### config.mk
export PLATFORM = sky130hd
export DESIGN_NAME = iso_enable_seq
export DESIGN_NICKNAME = d
export VERILOG_FILES = /design/src/rtl/iso_seq_pkg.sv /design/src/rtl/iso_seq_fsm.sv /design/src/rtl/iso_cfg_timer.sv /design/src/rtl/iso_bypass_reg.sv /design/src/rtl/iso_en_gate.sv /design/src/rtl/iso_enable_seq.sv
export SDC_FILE = /design/constraint.sdc
export NUM_CORES = 1
export LEC_CHECK = 0
export BUFFER_PORTS_ARGS = -buffer_cell sky130_fd_sc_hd__buf_4
export CAP_MARGIN = 20
export CORE_UTILIZATION = 54
export DETAILED_ROUTE_END_ITERATION = 10
export PLACE_DENSITY = 0.77
export SLEW_MARGIN = 20
export SYNTH_ARGS = -nofsm -noshare
export SYNTH_HDL_FRONTEND = slang
export SYNTH_SLANG_ARGS = --single-unit
export TNS_END_PERCENT = 100
### constraint.sdc
create_clock -name clk -period 2.2 [get_ports clk]
set_clock_uncertainty 0.05 [all_clocks]
set_input_delay 0.11 -clock clk [delete_from_list [all_inputs] [get_ports clk]]
set_output_delay 0.11 -clock clk [all_outputs]
set_load 0.005 [all_outputs]
### src/rtl/iso_seq_pkg.sv
package iso_seq_pkg;

    typedef enum logic [2:0] {
        ST_OFF     = 3'd0,
        ST_WAIT_PG = 3'd1,
        ST_OUTBND  = 3'd2,
        ST_FULL    = 3'd3,
        ST_DRAIN   = 3'd4,
        ST_ISOLATE = 3'd5,
        ST_PWROFF  = 3'd6
    } seq_state_e;

    localparam logic [3:0] DEF_OUT_MASK = 4'hA;
    localparam logic [3:0] DEF_ALL_MASK = 4'hF;

    // States in which the domain is up and software may override the word
    function automatic logic is_active(input seq_state_e st);
        return (st == ST_OUTBND) || (st == ST_FULL);
    endfunction

    // States in which power-good is expected to be high
    function automatic logic expects_power(input seq_state_e st);
        return (st != ST_OFF) && (st != ST_WAIT_PG);
    endfunction

    // States that drive the outbound-only word
    function automatic logic is_outbound_stage(input seq_state_e st);
        return (st == ST_OUTBND) || (st == ST_DRAIN);
    endfunction

endpackage

### src/rtl/iso_seq_fsm.sv
module iso_seq_fsm
    import iso_seq_pkg::*;
(
    input  logic       clk,
    input  logic       rst,
    input  logic       pwr_good_i,
    input  logic       cfg_done_i,
    input  logic       up_req_i,
    input  logic       down_req_i,
    input  logic       cfg_err_i,
    output seq_state_e state_o,
    output seq_state_e next_o
);

    seq_state_e state_q, state_d;

    always_comb begin
        state_d = state_q;
        if (!pwr_good_i && expects_power(state_q)) begin
            state_d = ST_OFF;
        end else begin
            unique case (state_q)
                ST_OFF:     if (up_req_i) state_d = ST_WAIT_PG;
                ST_WAIT_PG: if (pwr_good_i) state_d = ST_OUTBND;
                ST_OUTBND: begin
                    if (down_req_i)
                        state_d = ST_DRAIN;
                    else if (cfg_done_i && !cfg_err_i)
                        state_d = ST_FULL;
                end
                ST_FULL:    if (down_req_i) state_d = ST_DRAIN;
                ST_DRAIN:   state_d = ST_ISOLATE;
                ST_ISOLATE: state_d = ST_PWROFF;
                ST_PWROFF:  state_d = ST_PWROFF;
                default:    state_d = ST_OFF;
            endcase
        end
    end

    always_ff @(posedge clk) begin
        if (rst) state_q <= ST_OFF;
        else     state_q <= state_d;
    end

    assign state_o = state_q;
    assign next_o  = state_d;

    // power loss past the wait returns to off
    a_r9_pgloss_off: assert property (@(posedge clk) disable iff (rst)
        (!pwr_good_i && expects_power(state_q)) |=> (state_q == ST_OFF));

    // power-removal request is entered only from the isolate step
    a_r5_pwroff_after_isolate: assert property (@(posedge clk) disable iff (rst)
        (state_q == ST_PWROFF && $past(state_q) != ST_PWROFF) |-> ($past(state_q) == ST_ISOLATE));

endmodule

### src/rtl/iso_cfg_timer.sv
module iso_cfg_timer
    import iso_seq_pkg::*;
#(
    parameter int TIMEOUT_CYC = 1024
) (
    input  logic       clk,
    input  logic       rst,
    input  seq_state_e state_i,
    input  seq_state_e next_i,
    input  logic       cfg_done_i,
    output logic       cfg_err_o
);

    generate
        if (TIMEOUT_CYC == 0) begin : g_no_timer
            assign cfg_err_o = 1'b0;
        end else begin : g_timer
            localparam int CNT_W = (TIMEOUT_CYC > 1) ? $clog2(TIMEOUT_CYC) : 1;
            localparam logic [CNT_W-1:0] LAST = CNT_W'(TIMEOUT_CYC - 1);

            logic [CNT_W-1:0] cnt_q;
            logic             err_q;

            always_ff @(posedge clk) begin
                if (rst || next_i != ST_OUTBND) begin
                    cnt_q <= '0;
                    err_q <= 1'b0;
                end else if (state_i == ST_OUTBND && !cfg_done_i && !err_q) begin
                    if (cnt_q == LAST) err_q <= 1'b1;
                    else               cnt_q <= cnt_q + 1'b1;
                end
            end

            assign cfg_err_o = err_q;

            // the error flag only exists in the outbound-only state
            a_r10_err_in_stage: assert property (@(posedge clk) disable iff (rst)
                err_q |-> (state_i == ST_OUTBND));

            // once raised, the flag stays while the stage persists
            a_r10_err_sticky: assert property (@(posedge clk) disable iff (rst)
                (err_q && state_i == ST_OUTBND && next_i == ST_OUTBND) |=> err_q);
        end
    endgenerate

endmodule

### src/rtl/iso_bypass_reg.sv
module iso_bypass_reg
    import iso_seq_pkg::*;
#(
    parameter int EN_W = 4
) (
    input  logic            clk,
    input  logic            rst,
    input  seq_state_e      state_i,
    input  seq_state_e      next_i,
    input  logic            pwr_good_i,
    input  logic            wr_i,
    input  logic [EN_W-1:0] data_i,
    output logic            active_o,
    output logic [EN_W-1:0] value_o
);

    logic            act_q;
    logic [EN_W-1:0] val_q;
    logic            accept;

    assign accept = wr_i && pwr_good_i && is_active(state_i);

    always_ff @(posedge clk) begin
        if (rst || !is_active(next_i)) begin
            act_q <= 1'b0;
            val_q <= '0;
        end else if (accept) begin
            act_q <= 1'b1;
            val_q <= data_i;
        end
    end

    assign active_o = act_q;
    assign value_o  = val_q;

    // the override never survives outside the active stages
    a_r7_override_active_only: assert property (@(posedge clk) disable iff (rst)
        act_q |-> is_active(state_i));

endmodule

### src/rtl/iso_en_gate.sv
module iso_en_gate
    import iso_seq_pkg::*;
#(
    parameter int              EN_W     = 4,
    parameter logic [EN_W-1:0] OUT_MASK = EN_W'(DEF_OUT_MASK),
    parameter logic [EN_W-1:0] ALL_MASK = EN_W'(DEF_ALL_MASK)
) (
    input  seq_state_e      state_i,
    input  logic            pwr_good_i,
    input  logic            hw_safe_i,
    input  logic            byp_active_i,
    input  logic [EN_W-1:0] byp_value_i,
    output logic [EN_W-1:0] en_o,
    output logic            ready_o,
    output logic            pwr_off_req_o
);

    logic [EN_W-1:0] stage_word;
    logic [EN_W-1:0] raw_word;
    logic            allow;

    always_comb begin
        if (state_i == ST_FULL)               stage_word = ALL_MASK;
        else if (is_outbound_stage(state_i))  stage_word = OUT_MASK;
        else                                  stage_word = '0;
    end

    assign raw_word = byp_active_i ? byp_value_i : stage_word;
    assign allow    = pwr_good_i && hw_safe_i;

    generate
        for (genvar b = 0; b < EN_W; b++) begin : g_bit
            assign en_o[b] = raw_word[b] & allow;
        end
    endgenerate

    assign ready_o       = (state_i == ST_FULL) && allow;
    assign pwr_off_req_o = (state_i == ST_PWROFF);

endmodule

### src/rtl/iso_enable_seq.sv
module iso_enable_seq
    import iso_seq_pkg::*;
#(
    parameter int              EN_W        = 4,
    parameter logic [EN_W-1:0] OUT_MASK    = EN_W'(DEF_OUT_MASK),
    parameter logic [EN_W-1:0] ALL_MASK    = EN_W'(DEF_ALL_MASK),
    parameter int              TIMEOUT_CYC = 1024
) (
    input  logic            clk,
    input  logic            rst,
    input  logic            pwr_good_i,
    input  logic            cfg_done_i,
    input  logic            hw_safe_i,
    input  logic            up_req_i,
    input  logic            down_req_i,
    input  logic            byp_wr_i,
    input  logic [EN_W-1:0] byp_data_i,
    output logic [EN_W-1:0] en_o,
    output logic            ready_o,
    output logic            pwr_off_req_o,
    output logic            cfg_err_o
);

    seq_state_e      state, next_state;
    logic            byp_active;
    logic [EN_W-1:0] byp_value;

    iso_seq_fsm u_fsm (
        .clk        (clk),
        .rst        (rst),
        .pwr_good_i (pwr_good_i),
        .cfg_done_i (cfg_done_i),
        .up_req_i   (up_req_i),
        .down_req_i (down_req_i),
        .cfg_err_i  (cfg_err_o),
        .state_o    (state),
        .next_o     (next_state)
    );

    iso_cfg_timer #(.TIMEOUT_CYC(TIMEOUT_CYC)) u_timer (
        .clk        (clk),
        .rst        (rst),
        .state_i    (state),
        .next_i     (next_state),
        .cfg_done_i (cfg_done_i),
        .cfg_err_o  (cfg_err_o)
    );

    iso_bypass_reg #(.EN_W(EN_W)) u_bypass (
        .clk        (clk),
        .rst        (rst),
        .state_i    (state),
        .next_i     (next_state),
        .pwr_good_i (pwr_good_i),
        .wr_i       (byp_wr_i),
        .data_i     (byp_data_i),
        .active_o   (byp_active),
        .value_o    (byp_value)
    );

    iso_en_gate #(.EN_W(EN_W), .OUT_MASK(OUT_MASK), .ALL_MASK(ALL_MASK)) u_gate (
        .state_i       (state),
        .pwr_good_i    (pwr_good_i),
        .hw_safe_i     (hw_safe_i),
        .byp_active_i  (byp_active),
        .byp_value_i   (byp_value),
        .en_o          (en_o),
        .ready_o       (ready_o),
        .pwr_off_req_o (pwr_off_req_o)
    );

    // nothing is enabled before the domain is up
    a_r2_idle_zero: assert property (@(posedge clk) disable iff (rst)
        (state == ST_OFF || state == ST_WAIT_PG) |-> (en_o == '0 && !ready_o));

    // ready implies the full word unless software overrode it
    a_r4_ready_full: assert property (@(posedge clk) disable iff (rst)
        ready_o |-> (byp_active || en_o == ALL_MASK));

    // power removal is requested only with every cell off
    a_r5_offreq_isolated: assert property (@(posedge clk) disable iff (rst)
        pwr_off_req_o |-> (en_o == '0 && !ready_o));

    // ready falls before the word reaches zero on power-down
    a_r5_ready_first: assert property (@(posedge clk) disable iff (rst)
        (ready_o && down_req_i && pwr_good_i) |=> (!ready_o && (!hw_safe_i || !pwr_good_i || en_o == OUT_MASK)));

    // a low interlock keeps every output enable off
    a_r8_interlock: assert property (@(posedge clk) disable iff (rst)
        !hw_safe_i |-> (en_o == '0 && !ready_o));

endmodule

Word level (Yosys, flattened, before mapping)
Cells that the tools add are included.
- logic and storage cells: 55
- register bits after elaboration: 19
- output and inout port bits: 7
- memory bits (read-only): 0
- memory bits (writable): 0
- memories: 0
- bits of input ports: 12
- bits in latches: 0
- order comparisons: 0
- equality and inequality tests: 11
- shift operators: 0
- reduce and logical (&&, ||, !) cells: 23
- multiply operators: 0
- bitwise logic cells: 5
- multiplexer cells: 10
- add/sub/neg operators: 1
- divide/modulo/power cells: 0
- operators by type and width (operator ; count):
    $mux W3 ; 6
    $pmux W3 S6 ; 1
    $eq A3 B2 Y1 const B ; 4
    $mux W4 ; 3
    $add A10 B1 Y10 const B ; 1
    $eq A10 B10 Y1 const B ; 1
    $eq A3 B3 Y1 const B ; 3
    $logic_and A1 B1 Y1 ; 9
    $logic_or A1 B1 Y1 ; 5
    $and A1 B1 Y1 ; 4
    $logic_not A1 Y1 ; 4
    $reduce_and A2 Y1 ; 2
    $eq A3 B1 Y1 const B ; 1
    $logic_not A3 Y1 ; 1
    $ne A3 B1 Y1 const B ; 1
    $ne A3 B2 Y1 const B ; 1
    $reduce_bool A3 Y1 ; 1
    $reduce_or A2 Y1 ; 1
    $not A1 Y1 ; 1

Longest topological paths before layout
Gate-level depths: netlist of the first run.
- word-level depth: 10
- depth in mapped cells: 7
- mapped depth without buffers: 5

Modules after synthesis
From an unflattened synthesis of the first run, not the netlist that was laid out.
- cells, all modules: 131
- area, all modules: 1192.4 um2
- by module, submodules not included (module ; cells each ; area an instance (um2) ; times used):
    iso_cfg_timer ; 69 ; 575.6 ; 1
    iso_bypass_reg ; 21 ; 295.3 ; 1
    iso_seq_fsm ; 25 ; 222.7 ; 1
    iso_en_gate ; 16 ; 98.8 ; 1

Least setup slack after synthesis of the first run
No wires, ideal clock.
- path type: reg-to-reg
- from: reg u_timer.g_timer.cnt_q[0]
- to: reg u_timer.g_timer.cnt_q[2]
- setup slack: 0.464 ns
- arrival: 1.616 ns
- data required time: 2.080 ns
- period minus slack after synthesis: 1.736 ns
- cell stages (with the launch flop): 7
- cell sequence: dfxtp_1 > ha_1 > and3_1 > and4_1 > clkbuf_1 > or4_1 > a21oi_1
- longest elaborated chain between the ends: 3
- elaborated cells on any way between the ends: 4
- those cells by class: 1 x add/sub; 1 x eq/ne; 1 x bitwise; 1 x reduce/logical
- RTL lines (element ; RTL line ; text):
    start, declared ; iso_cfg_timer.sv:21 ; logic [CNT_W-1:0] cnt_q;
    start signal, assigned ; iso_cfg_timer.sv:30 ; else cnt_q <= cnt_q + 1'b1;
    branches (longest 3 deep; another with $add A10 B1 Y10) ; - ;
Several ways; the timed one is not identified.
A chain may end at the register's enable or synchronous reset.

Worst setup path in the final report of the first run
- from: reg u_timer.g_timer.cnt_q[0]
- to: reg u_timer.g_timer.cnt_q[3]
Same word-level chain as after synthesis.

==> flow_metrics.py, run 1 <==
metrics = {
    "final_layout": {
        "final_cells": 169,
        "drive_above_1_share_pct": 20.1,
        "nets": 158,
        "final_area_um2": 1250,
        "antenna_cells": 0,
        "multi_input_area_um2": 627,
        "seqCellArea_um2": 380,
        "nFillCells": 163,
        "area_growth_syn_to_layout_pct": 16.3,
    },
    "global_routing": {
        "grt_pass1_wl_um": 3690,
        "grt_max_degree": 14,
        "met3_usage_pct": 5.49,
        "grt_pass1_vias": 876,
        "grt-busiest-layer": "met2",
        "use_met1_pct": 32.7,
        "overflow": 0,
        "grt_antenna_before_repair": 0,
        "grt.total_usage_pct": 24.4,
        "use_met2_pct": 36.9,
    },
    "drt": {
        "wirelength_um": 2270,
        "vias": 987,
        "wl_per_cell_um": 13.5,
        "drt-vias-per-instance": 5.84,
        "ant_nets": 0,
        "firstDrtPassIters": 4,
        "drt_iter0_drc": 11,
        "drc": 0,
    },
    "timing": {
        "period_share_pct": 86.8,
        "slew_headroom_pct": 75.4,
        "min_period_ps": 1910,
        "setup-violations-final": 0,
        "hold_viol": 0,
        "fin_tns_setup_ps": 0,
        "rsz0062_at_grt": "false",
        "slew_violations": 0,
        "tightest_slew_ps": 369,
        "fmax_mhz": 524,
        "holdWs_ps": 7.15,
    },
    "critical_path": {
        "arrival_ps": 2090,
        "critPathKind": "reg2reg",
        "worst-path-max-fanout": 13,
        "reg2reg_from": "u_timer.g_timer.cnt_q[0]",
        "worst_setup_path_end_kind": "register",
        "cp-start-kind": "register",
        "rrSetupSlack_ps": 290,
        "startpoint": "u_timer.g_timer.cnt_q[0]",
        "r2r_cells": 5,
        "worstPathRequired_ps": 2380,
    },
    "logic_synthesis": {
        "syn_area_per_cell_um2": 8.62,
        "synth_nets": 138,
        "ys_top_cells_by_area": "dfxtp_1 35%, a21oi_1 6.5%, nor2_1 5.2%, and4_1 4.1%, mux2i_1 3.7%",
        "synthCells": 125,
        "synthesis.area_um2": 1080,
        "synth_ff_type": "dfxtp_1",
        "synth.largest_area_cell": "dfxtp_1",
        "synth-async-reset-ratio_pct": 0,
        "synth_cell_types": 36,
        "yosysWarnings": 0,
        "synth_edf_count": 0,
        "synth_seq_cells": 19,
        "yosysSeqAreaShare_pct": 35.3,
        "synth_top_area_share_pct": 35.3,
    },
    "clock_tree": {
        "cts.sinks": 19,
        "post_cts_buffers": 0,
        "tritoncts": "yes",
        "cts_buffer_depth": 2,
        "cts-resized-gates": 0,
        "hold_buffers": 3,
        "numCtsBuffers": 3,
        "cts_htree_levels": 1,
        "clkTransAtPathRegs_ps": 110,
        "clock_latency_ps": 300,
        "root_buffer": "clkbuf_4",
    },
    "place": {
        "hpwlAfterDp_um": 1700,
        "gp_congestion": 0.831,
        "port_buffers": 18,
        "place_area_um2": 1200,
        "dpl.cell_count": 162,
    },
    "hold_path": {
        "hold_path_class": "in2reg",
        "hold_start": "byp_data_i[1]",
        "holdPathStages": 3,
    },
    "outcome": {
        "status": "complete, no violations",
    },
    "run": {
        "cap_violations": 0,
    },
    "floorplan": {
        "io-pin-count": 19,
        "dieArea_um2": 2180,
        "die_h_um": 46.7,
        "fp.dieW_um": 46.7,
        "coreArea_um2": 1800,
        "start_util_pct": 59.8,
        "placementRows": 15,
    },
    "power": {
        "ir_drop_mv": 0.390,
        "power.density_nw_per_um2": 477,
        "p_leak_nw": 0.500,
    },
}
## cells by family after synthesis
kind of cell	after synthesis	share of synthesized area [%]
AOI/OAI and AO/OA	32	20.6
adders and majority gates	1	1.16
buffers and inverters	11	6.50
DFF	19	35.3
muxes	4	3.72
and+or+nand+nor	58	32.8
## critical path, stage by stage (launching register included)
cell and delay, ps:
dfxtp_1 360, ha_1 220, and3_1 220, and4_1 320, or4_1 510, a21oi_1 160
## cells in the final DEF, fill, tap and decap left out, drive strengths merged, types with 2 or more instances in the layout
cell type	count
a211oi	2
a31oi	2
dlygate4sd3	3
inv	4
o31ai	5
buf	19
nor2b	2
a21oi	15
dfxtp	19
clkbuf	4
a311oi	2
o21ai	2
nand3	5
and3	5
and4	5
nand4	2
or4	5
nand2	10
nor2	15
mux2i	4
nor3	3
## per-stage QoR
stage / setup slack [ps] / total power, W / util [%]
floorplan: 464 / 0.000399 / -
global route: 152 / 0.000625 / 69.5
finish: 290 / 0.000598 / 69.5
detailed placement: 307 / 0.000421 / 66.4
global placement: 385 / 0.000420 / 66.4
CTS: 290 / 0.000606 / 69.5
## path summary, 6_finish.rpt
path / to
min reg2reg: u_timer.g_timer.cnt_q[6]
max reg2reg: u_timer.g_timer.cnt_q[3]
max: u_timer.g_timer.cnt_q[3]
min: u_bypass.value_o[1]
## sequential cells by signal, summed over array words and instances (netlist names)
| signal | cells |
|---|---|
| u_bypass.active_o | 1 |
| u_timer.g_timer.cnt_q | 10 |
| u_fsm.state_o | 3 |
| u_timer.cfg_err_o | 1 |
| u_bypass.value_o | 4 |
## layout make-up
cell class | count | share of cell area [%]
multi-input combinational | 95 | 50.0
sequential | 19 | 30.4
timing repair buffer | 22 | 13.8
tap | 25 | 2.50
clock buffer | 4 | 2.10
inverter | 4 | 1.20
## Yosys cell counts, types with 3 or more instances
library cell / instances
dfxtp_1: 19
buf_6: 3
inv_1: 4
nand3_1: 5
and4_1: 5
nand2_1: 9
a21oi_1: 14
nor2_1: 15
o31ai_1: 5
mux2i_1: 4
and3_1: 5
or4_1: 5
## report_power, final
part	switching, W	total [W]	internal [W]	leakage (nW)
clock network	0.000108	0.000179	0.0000706	0.0150
registers	0.00000411	0.000351	0.000347	0.153
logic	0.0000341	0.0000680	0.0000339	0.332
total	0.000147	0.000598	0.000451	0.500
## metal layers
layer,up-vias,wire length (µm),part of all wire [%]
li1,504,-,-
met1,461,1080,48
met2,17,1080,48
met3,5,65,2.9
met4,0,39,1.7
met5,-,0,0
Power figures use the tool's default switching activity.
==> run 2: changes to the inputs <==
- CORE_UTILIZATION: 54 -> 55
- PLACE_DENSITY: 0.77 -> 0.78
- RECOVER_POWER: unset -> 25
- SYNTH_HIERARCHICAL: unset -> 1
==> run 2 against run 1 <==
Against the previous run: die area rose by 8.3%; clock power barely moved; combinational power rose by 1%; sequential power barely moved; maximum frequency fell by 8.5%; flip-flop and latch count did not move; cell count rose by 7.1%; worst hold slack improved by 67 ps; via count rose by 13%; largest power group unchanged; largest cell class unchanged; critical endpoint is now u_timer/g_timer.cnt_q[3]; core utilization rose by 0.42 points; synthesized cell count rose by 4.8%; register-to-register slack got worse by 180 ps.
==> flow_metrics.py, run 2 <==
metrics = {
    "outcome": {
        "status": "complete, no violations",
    },
    "floorplan": {
        "io-pin-count": 19,
        "dieArea_um2": 2360,
        "coreArea_um2": 2000,
        "die_h_um": 48.6,
        "placementRows": 16,
        "start_util_pct": 59.6,
        "fp.dieW_um": 48.6,
    },
    "clock_tree": {
        "clkTransAtPathRegs_ps": 110,
        "cts_htree_levels": 1,
        "root_buffer": "clkbuf_4",
        "clock_latency_ps": 300,
        "post_cts_buffers": 0,
        "cts_buffer_depth": 2,
        "tritoncts": "yes",
        "cts.sinks": 19,
        "numCtsBuffers": 3,
    },
    "drt": {
        "wirelength_um": 2620,
        "drt_iter0_drc": 14,
        "vias": 1113,
        "drc": 0,
        "drt-vias-per-instance": 6.15,
        "ant_nets": 0,
        "wl_per_cell_um": 14.4,
        "firstDrtPassIters": 4,
    },
    "power": {
        "power.density_nw_per_um2": 431,
        "ir_drop_mv": 0.336,
        "p_leak_nw": 0.574,
    },
    "critical_path": {
        "r2r_cells": 4,
        "startpoint": "u_fsm/state_o[0]",
        "reg2reg_from": "u_fsm/state_o[0]",
        "critPathKind": "reg2reg",
        "worstPathRequired_ps": 2390,
        "worst-path-max-fanout": 11,
        "cp-start-kind": "register",
        "arrival_ps": 2280,
        "worst_setup_path_end_kind": "register",
    },
    "global_routing": {
        "grt_max_degree": 16,
        "grt_pass1_vias": 1020,
        "grt_antenna_before_repair": 0,
        "grt.total_usage_pct": 23.0,
        "overflow": 0,
        "grt_pass1_wl_um": 4220,
    },
    "final_layout": {
        "largest_reg_flops": 10,
        "final_area_um2": 1400,
        "final_common_cell": "buf_4",
        "nets": 168,
        "antenna_cells": 0,
        "drive_above_1_share_pct": 25.3,
        "fin_util_pct": 69.9,
        "regMostFlops": "u_timer/g_timer.cnt_q",
        "nFillCells": 183,
        "mostFrequentLayoutCells": "21 x buf_4, 18 x dfxtp_1, 10 x nand2_1",
        "area_growth_syn_to_layout_pct": 17.4,
    },
    "place": {
        "port_buffers": 18,
        "place_area_um2": 1370,
        "place_worst_setup_slack_ps": 43.2,
        "gp_congestion": 0.883,
        "hpwlAfterDp_um": 1940,
    },
    "logic_synthesis": {
        "yosysMostFrequentCell": "dfxtp_1",
        "synth_edf_count": 0,
        "synth.largest_area_cell": "dfxtp_1",
        "ys_top_cells_by_area": "dfxtp_1 32%, and4bb_1 8.4%, mux2_4 6.3%, nand2_1 3.1%, a21oi_1 2.9%",
        "synth_cell_types": 45,
        "synth_nets": 144,
        "yosysWarnings": 6,
        "synthesis.area_um2": 1190,
        "ys_top_cells_by_count": "19 x dfxtp_1, 10 x nand2_1, 9 x nor2_1",
        "synth_seq_cells": 19,
        "yosysSeqAreaShare_pct": 31.9,
        "synth-async-reset-ratio_pct": 0,
        "synth_ff_type": "dfxtp_1",
        "syn_area_per_cell_um2": 9.10,
        "synth_top_area_share_pct": 31.9,
        "synthCells": 131,
    },
    "run": {
        "cap_violations": 0,
    },
    "timing": {
        "hold_viol": 0,
        "holdWs_ps": 74.2,
        "fin_ws_ps": 112,
        "fmax_mhz": 479,
        "slew_headroom_pct": 62.3,
        "setup-violations-final": 0,
        "fin_tns_setup_ps": 0,
        "tightest_slew_ps": 561,
        "min_period_ps": 2090,
        "period_share_pct": 94.9,
        "rsz0062_at_grt": "false",
        "slew_violations": 0,
    },
    "hold_path": {
        "hold_path_class": "in2reg",
        "hold_start": "pwr_good_i",
        "holdPathStages": 3,
    },
}
==> run 2: changes by cell type after synthesis, sizes merged, moves of 4 or more <==
cell,before,now
and4bb,0,8
or4,5,1
nor2,15,9
and4,5,0
mux2,0,5
a21oi,15,7
==> run 2: critical path: stages, from the launching register on <==
cell and delay, ps:
dfxtp_1 420, or4b_4 590, or2_1 310, or4_1 520, a21oi_1 140
==> run 2: kinds of logic (layout without fill, tap and decap cells) <==
logic type,count (synthesis),count (layout),share of synthesized area (%)
compound gates,31,31,19.3
fa+ha+maj,1,1,1.05
buf+inv,11,34,4.93
flops,19,19,31.9
mux,7,7,7.97
simple gates,62,62,34.8
==> run 2: final timing paths <==
check	to	slack [ps]
setup / recovery	u_timer/g_timer.cnt_q[3]	110
hold / removal	u_fsm/state_o[0]	70
setup reg to reg	u_timer/g_timer.cnt_q[3]	110
hold reg to reg	u_timer/g_timer.cnt_q[4]	470
==> run 2: repair_timing <==
item                                    CTS  global route
hold buffers                              1             0
endpoints found under the setup margin    0             5
resized for setup                         0             2
hold endpoints to repair                  1             0
==> run 2: power breakdown <==
part	internal (W)	switching [W]
Clock	0.0000678	0.000114
Sequential	0.000347	0.00000616
Combinational	0.0000370	0.0000318
Total	0.000452	0.000152
==> run 2: area by class of cell <==
class | instances | area, µm² | area share (%)
multi-input cells | 101 | 756 | 54.0
clock inverters | 1 | 5.00 | 0.357
well taps | 27 | 33.8 | 2.41
repair buffers | 25 | 183 | 13.0
clock buffers | 3 | 22.5 | 1.61
inverters | 5 | 18.8 | 1.34
flip-flops and latches | 19 | 382 | 27.3
==> run 2: layer usage <==
metal  track usage, %  share of wire, %  up-vias
li1                 -                 -      567
met1             25.1                44      512
met2             41.1                49       27
met3             4.09               4.3        7
met4             14.2               2.3        0
met5                0                 0        -
==> run 2: stage by stage <==
step	instances	total power (W)
4_1_cts	181	0.000605
5_1_grt	181	0.000627
3_5_place_dp	176	0.000429
6_report	181	0.000603
3_3_place_gp	176	0.000425
2_1_floorplan	131	0.000398
==> run 3: changes to the inputs <==
- CORE_UTILIZATION: 55 -> 50
- PLACE_DENSITY: 0.78 -> 0.75
- RECOVER_POWER: 25 -> unset
- clock period: 2.2 -> 1.9 ns (I/O delays scaled with it)
==> run 3 against run 2 <==
Against the previous run: the run now ends with setup timing left; wire length increased by 5.4%; maximum frequency increased by 4.4%; die area increased by 9.6%; worst hold slack improved by 23 ps; via count increased by 1.9%; core utilization increased by 1.8 points; design area increased by 14%; global-route usage decreased by 0.29 points; critical path type unchanged; critical endpoint is now u_timer/g_timer.cnt_q[5].
==> flow_metrics.py, run 3 (synthesis results as in run 2) <==
metrics = {
    "outcome": {
        "status": "finished, violations left",
        "failed_checks": "setup timing",
    },
    "final_layout": {
        "mostFrequentLayoutCells": "33 x buf_4, 16 x dfxtp_1, 10 x nand2_1",
        "final_common_cell": "buf_4",
        "antenna_cells": 0,
        "nets": 179,
        "fin_util_pct": 71.8,
        "drive_above_1_share_pct": 41.2,
        "largest_reg_flops": 10,
        "final_cells": 193,
        "regMostFlops": "u_timer/g_timer.cnt_q",
        "area_growth_syn_to_layout_pct": 34.4,
    },
    "clock_tree": {
        "cts.sinks": 19,
        "clkTransAtPathRegs_ps": 100,
        "clock_latency_ps": 290,
        "numCtsBuffers": 3,
        "tritoncts": "yes",
        "cts_buffer_depth": 2,
        "root_buffer": "clkbuf_4",
        "cts_htree_levels": 1,
    },
    "floorplan": {
        "fp.dieW_um": 50.8,
        "die_h_um": 50.8,
        "io-pin-count": 19,
        "start_util_pct": 53.4,
        "dieArea_um2": 2580,
        "coreArea_um2": 2230,
        "placementRows": 17,
    },
    "drt": {
        "vias": 1134,
        "drc": 0,
        "drt_iter0_drc": 40,
        "firstDrtPassIters": 4,
        "ant_nets": 0,
        "drt-vias-per-instance": 5.88,
        "wirelength_um": 2760,
        "wl_per_cell_um": 14.3,
    },
    "timing": {
        "slew_violations": 0,
        "slew_headroom_pct": 73.8,
        "fin_ws_ps": -101,
        "fmax_mhz": 500,
        "tightest_slew_ps": 392,
        "setup-violations-final": 8,
        "holdWs_ps": 96.8,
        "period_share_pct": 105,
        "rsz0062_at_grt": "true",
        "min_period_ps": 2000,
        "hold_viol": 0,
    },
    "hold_path": {
        "hold_start": "pwr_good_i",
        "min_to": "u_fsm/state_o[0]",
        "holdPathStages": 3,
        "hold_path_class": "in2reg",
    },
    "power": {
        "seqPwrFrac_pct": 57.3,
        "p_leak_nw": 0.661,
        "power.density_nw_per_um2": 441,
        "p_sw_w": 0.000166,
        "clkPwrFrac_pct": 27.5,
        "ir_drop_mv": 0.348,
        "switching_share_pct": 23.4,
        "comb_power_share_pct": 15.2,
        "p_int_w": 0.000541,
    },
    "global_routing": {
        "overflow": 0,
        "grt_pass1_vias": 1047,
        "grt.total_usage_pct": 22.7,
        "grt_pass1_wl_um": 4480,
        "grt_antenna_before_repair": 0,
        "grt_max_degree": 15,
    },
    "critical_path": {
        "worst_setup_path_end_kind": "register",
        "reg2reg_from": "u_fsm/state_o[1]",
        "timing.rr.end": "u_timer/g_timer.cnt_q[5]",
        "critPathKind": "reg2reg",
        "cp_slowest_cell": "dfxtp_4",
        "path_buf_inv": 1,
        "worst-path-max-fanout": 7,
        "arrival_ps": 2140,
        "critPathMaxStageDelay_ps": 400,
        "r2r_cells": 7,
        "cp-start-kind": "register",
        "crit_family": "compound AO/OA/AOI/OAI gates",
        "rrSetupSlack_ps": -100,
        "crit_chain": "mux2_4 -> o32a_4 -> a222oi_1 -> buf_4 -> or4b_4 -> a211oi_2 -> a31o_2",
        "worstPathRequired_ps": 2040,
    },
    "place": {
        "dpl.cell_count": 183,
        "place_worst_setup_slack_ps": -74.7,
        "port_buffers": 18,
        "gp_congestion": 0.854,
        "hpwlAfterDp_um": 1960,
    },
    "run": {
        "cap_violations": 0,
    },
}
## run 3: cell types whose count changed in the layout (fill, tap and decap cells not counted), moves of 3 or more
cell      delta
buf_4       +12
a21oi_1      -3
a311oi_2     +3
a311oi_1     -3
a21oi_2      +3
## run 3: metal layers
metal | up-vias | track usage, % | wire (µm)
li1 | 586 | - | -
met1 | 519 | 28.8 | 1230
met2 | 25 | 40.7 | 1410
met3 | 4 | 2.68 | 89
met4 | 0 | 5.56 | 25
met5 | - | 0 | 0
## run 3: area by class of cell
type / count / area [µm²]
clock buffers: 4 / 26.3
multi-input cells: 101 / 853
fillers: 169 / 631
flip-flops and latches: 19 / 389
well taps: 28 / 35.0
inverters: 5 / 18.8
repair buffers: 36 / 280
## run 3: how the worst max path moves through the flow
| stage | from | end | slack [ps] | cells past startpoint |
|---|---|---|---|---|
| after floorplan | u_fsm/state_o[1] | u_timer/g_timer.cnt_q[7] | -140 | 8 |
| after global placement | u_fsm/state_o[1] | u_timer/g_timer.cnt_q[7] | -60 | 6 |
| after detailed placement | u_fsm/state_o[2] | u_timer/g_timer.cnt_q[4] | -70 | 4 |
| after CTS | u_fsm/state_o[1] | u_timer/g_timer.cnt_q[7] | -50 | 6 |
| after global routing | u_fsm/state_o[1] | u_timer/g_timer.cnt_q[5] | -140 | 7 |
| final | u_fsm/state_o[1] | u_timer/g_timer.cnt_q[5] | -100 | 7 |
## run 3: repair_timing
| item | CTS | global route |
|---|---|---|
| hold endpoints to repair | 1 | 0 |
| setup buffers | 4 | 1 |
| gates resized for setup | 11 | 8 |
| gates cloned | 0 | 0 |
| setup endpoints to repair | 6 | 12 |
| pin swaps | 7 | 7 |
| hold buffers | 1 | 0 |
## run 3: power by group through the flow
stage | clock (W) | sequential (W) | combinational [W]
6_report | 0.000194 | 0.000405 | 0.000108
5_1_grt | 0.000224 | 0.000406 | 0.000114
4_1_cts | 0.000203 | 0.000404 | 0.0000975
3_5_place_dp | 0 | 0.000415 | 0.0000913
3_3_place_gp | 0 | 0.000415 | 0.0000875
2_1_floorplan | 0 | 0.000416 | 0.0000512
## run 3: metrics by stage
step	cell area [µm²]	total power [W]	TNS, ps
after global placement	1450	0.000502	-204
final	1600	0.000706	-435
after floorplan	1240	0.000467	-389
after CTS	1550	0.000705	-130
after detailed placement	1450	0.000507	-323
after global routing	1600	0.000744	-785
## run 3: worst register-to-register path: stages, from the launching register on
cell and delay [ps]:
dfxtp_4 400, mux2_4 310, o32a_4 200, a222oi_1 330, buf_4 180, or4b_4 170, a211oi_2 50, a31o_2 210
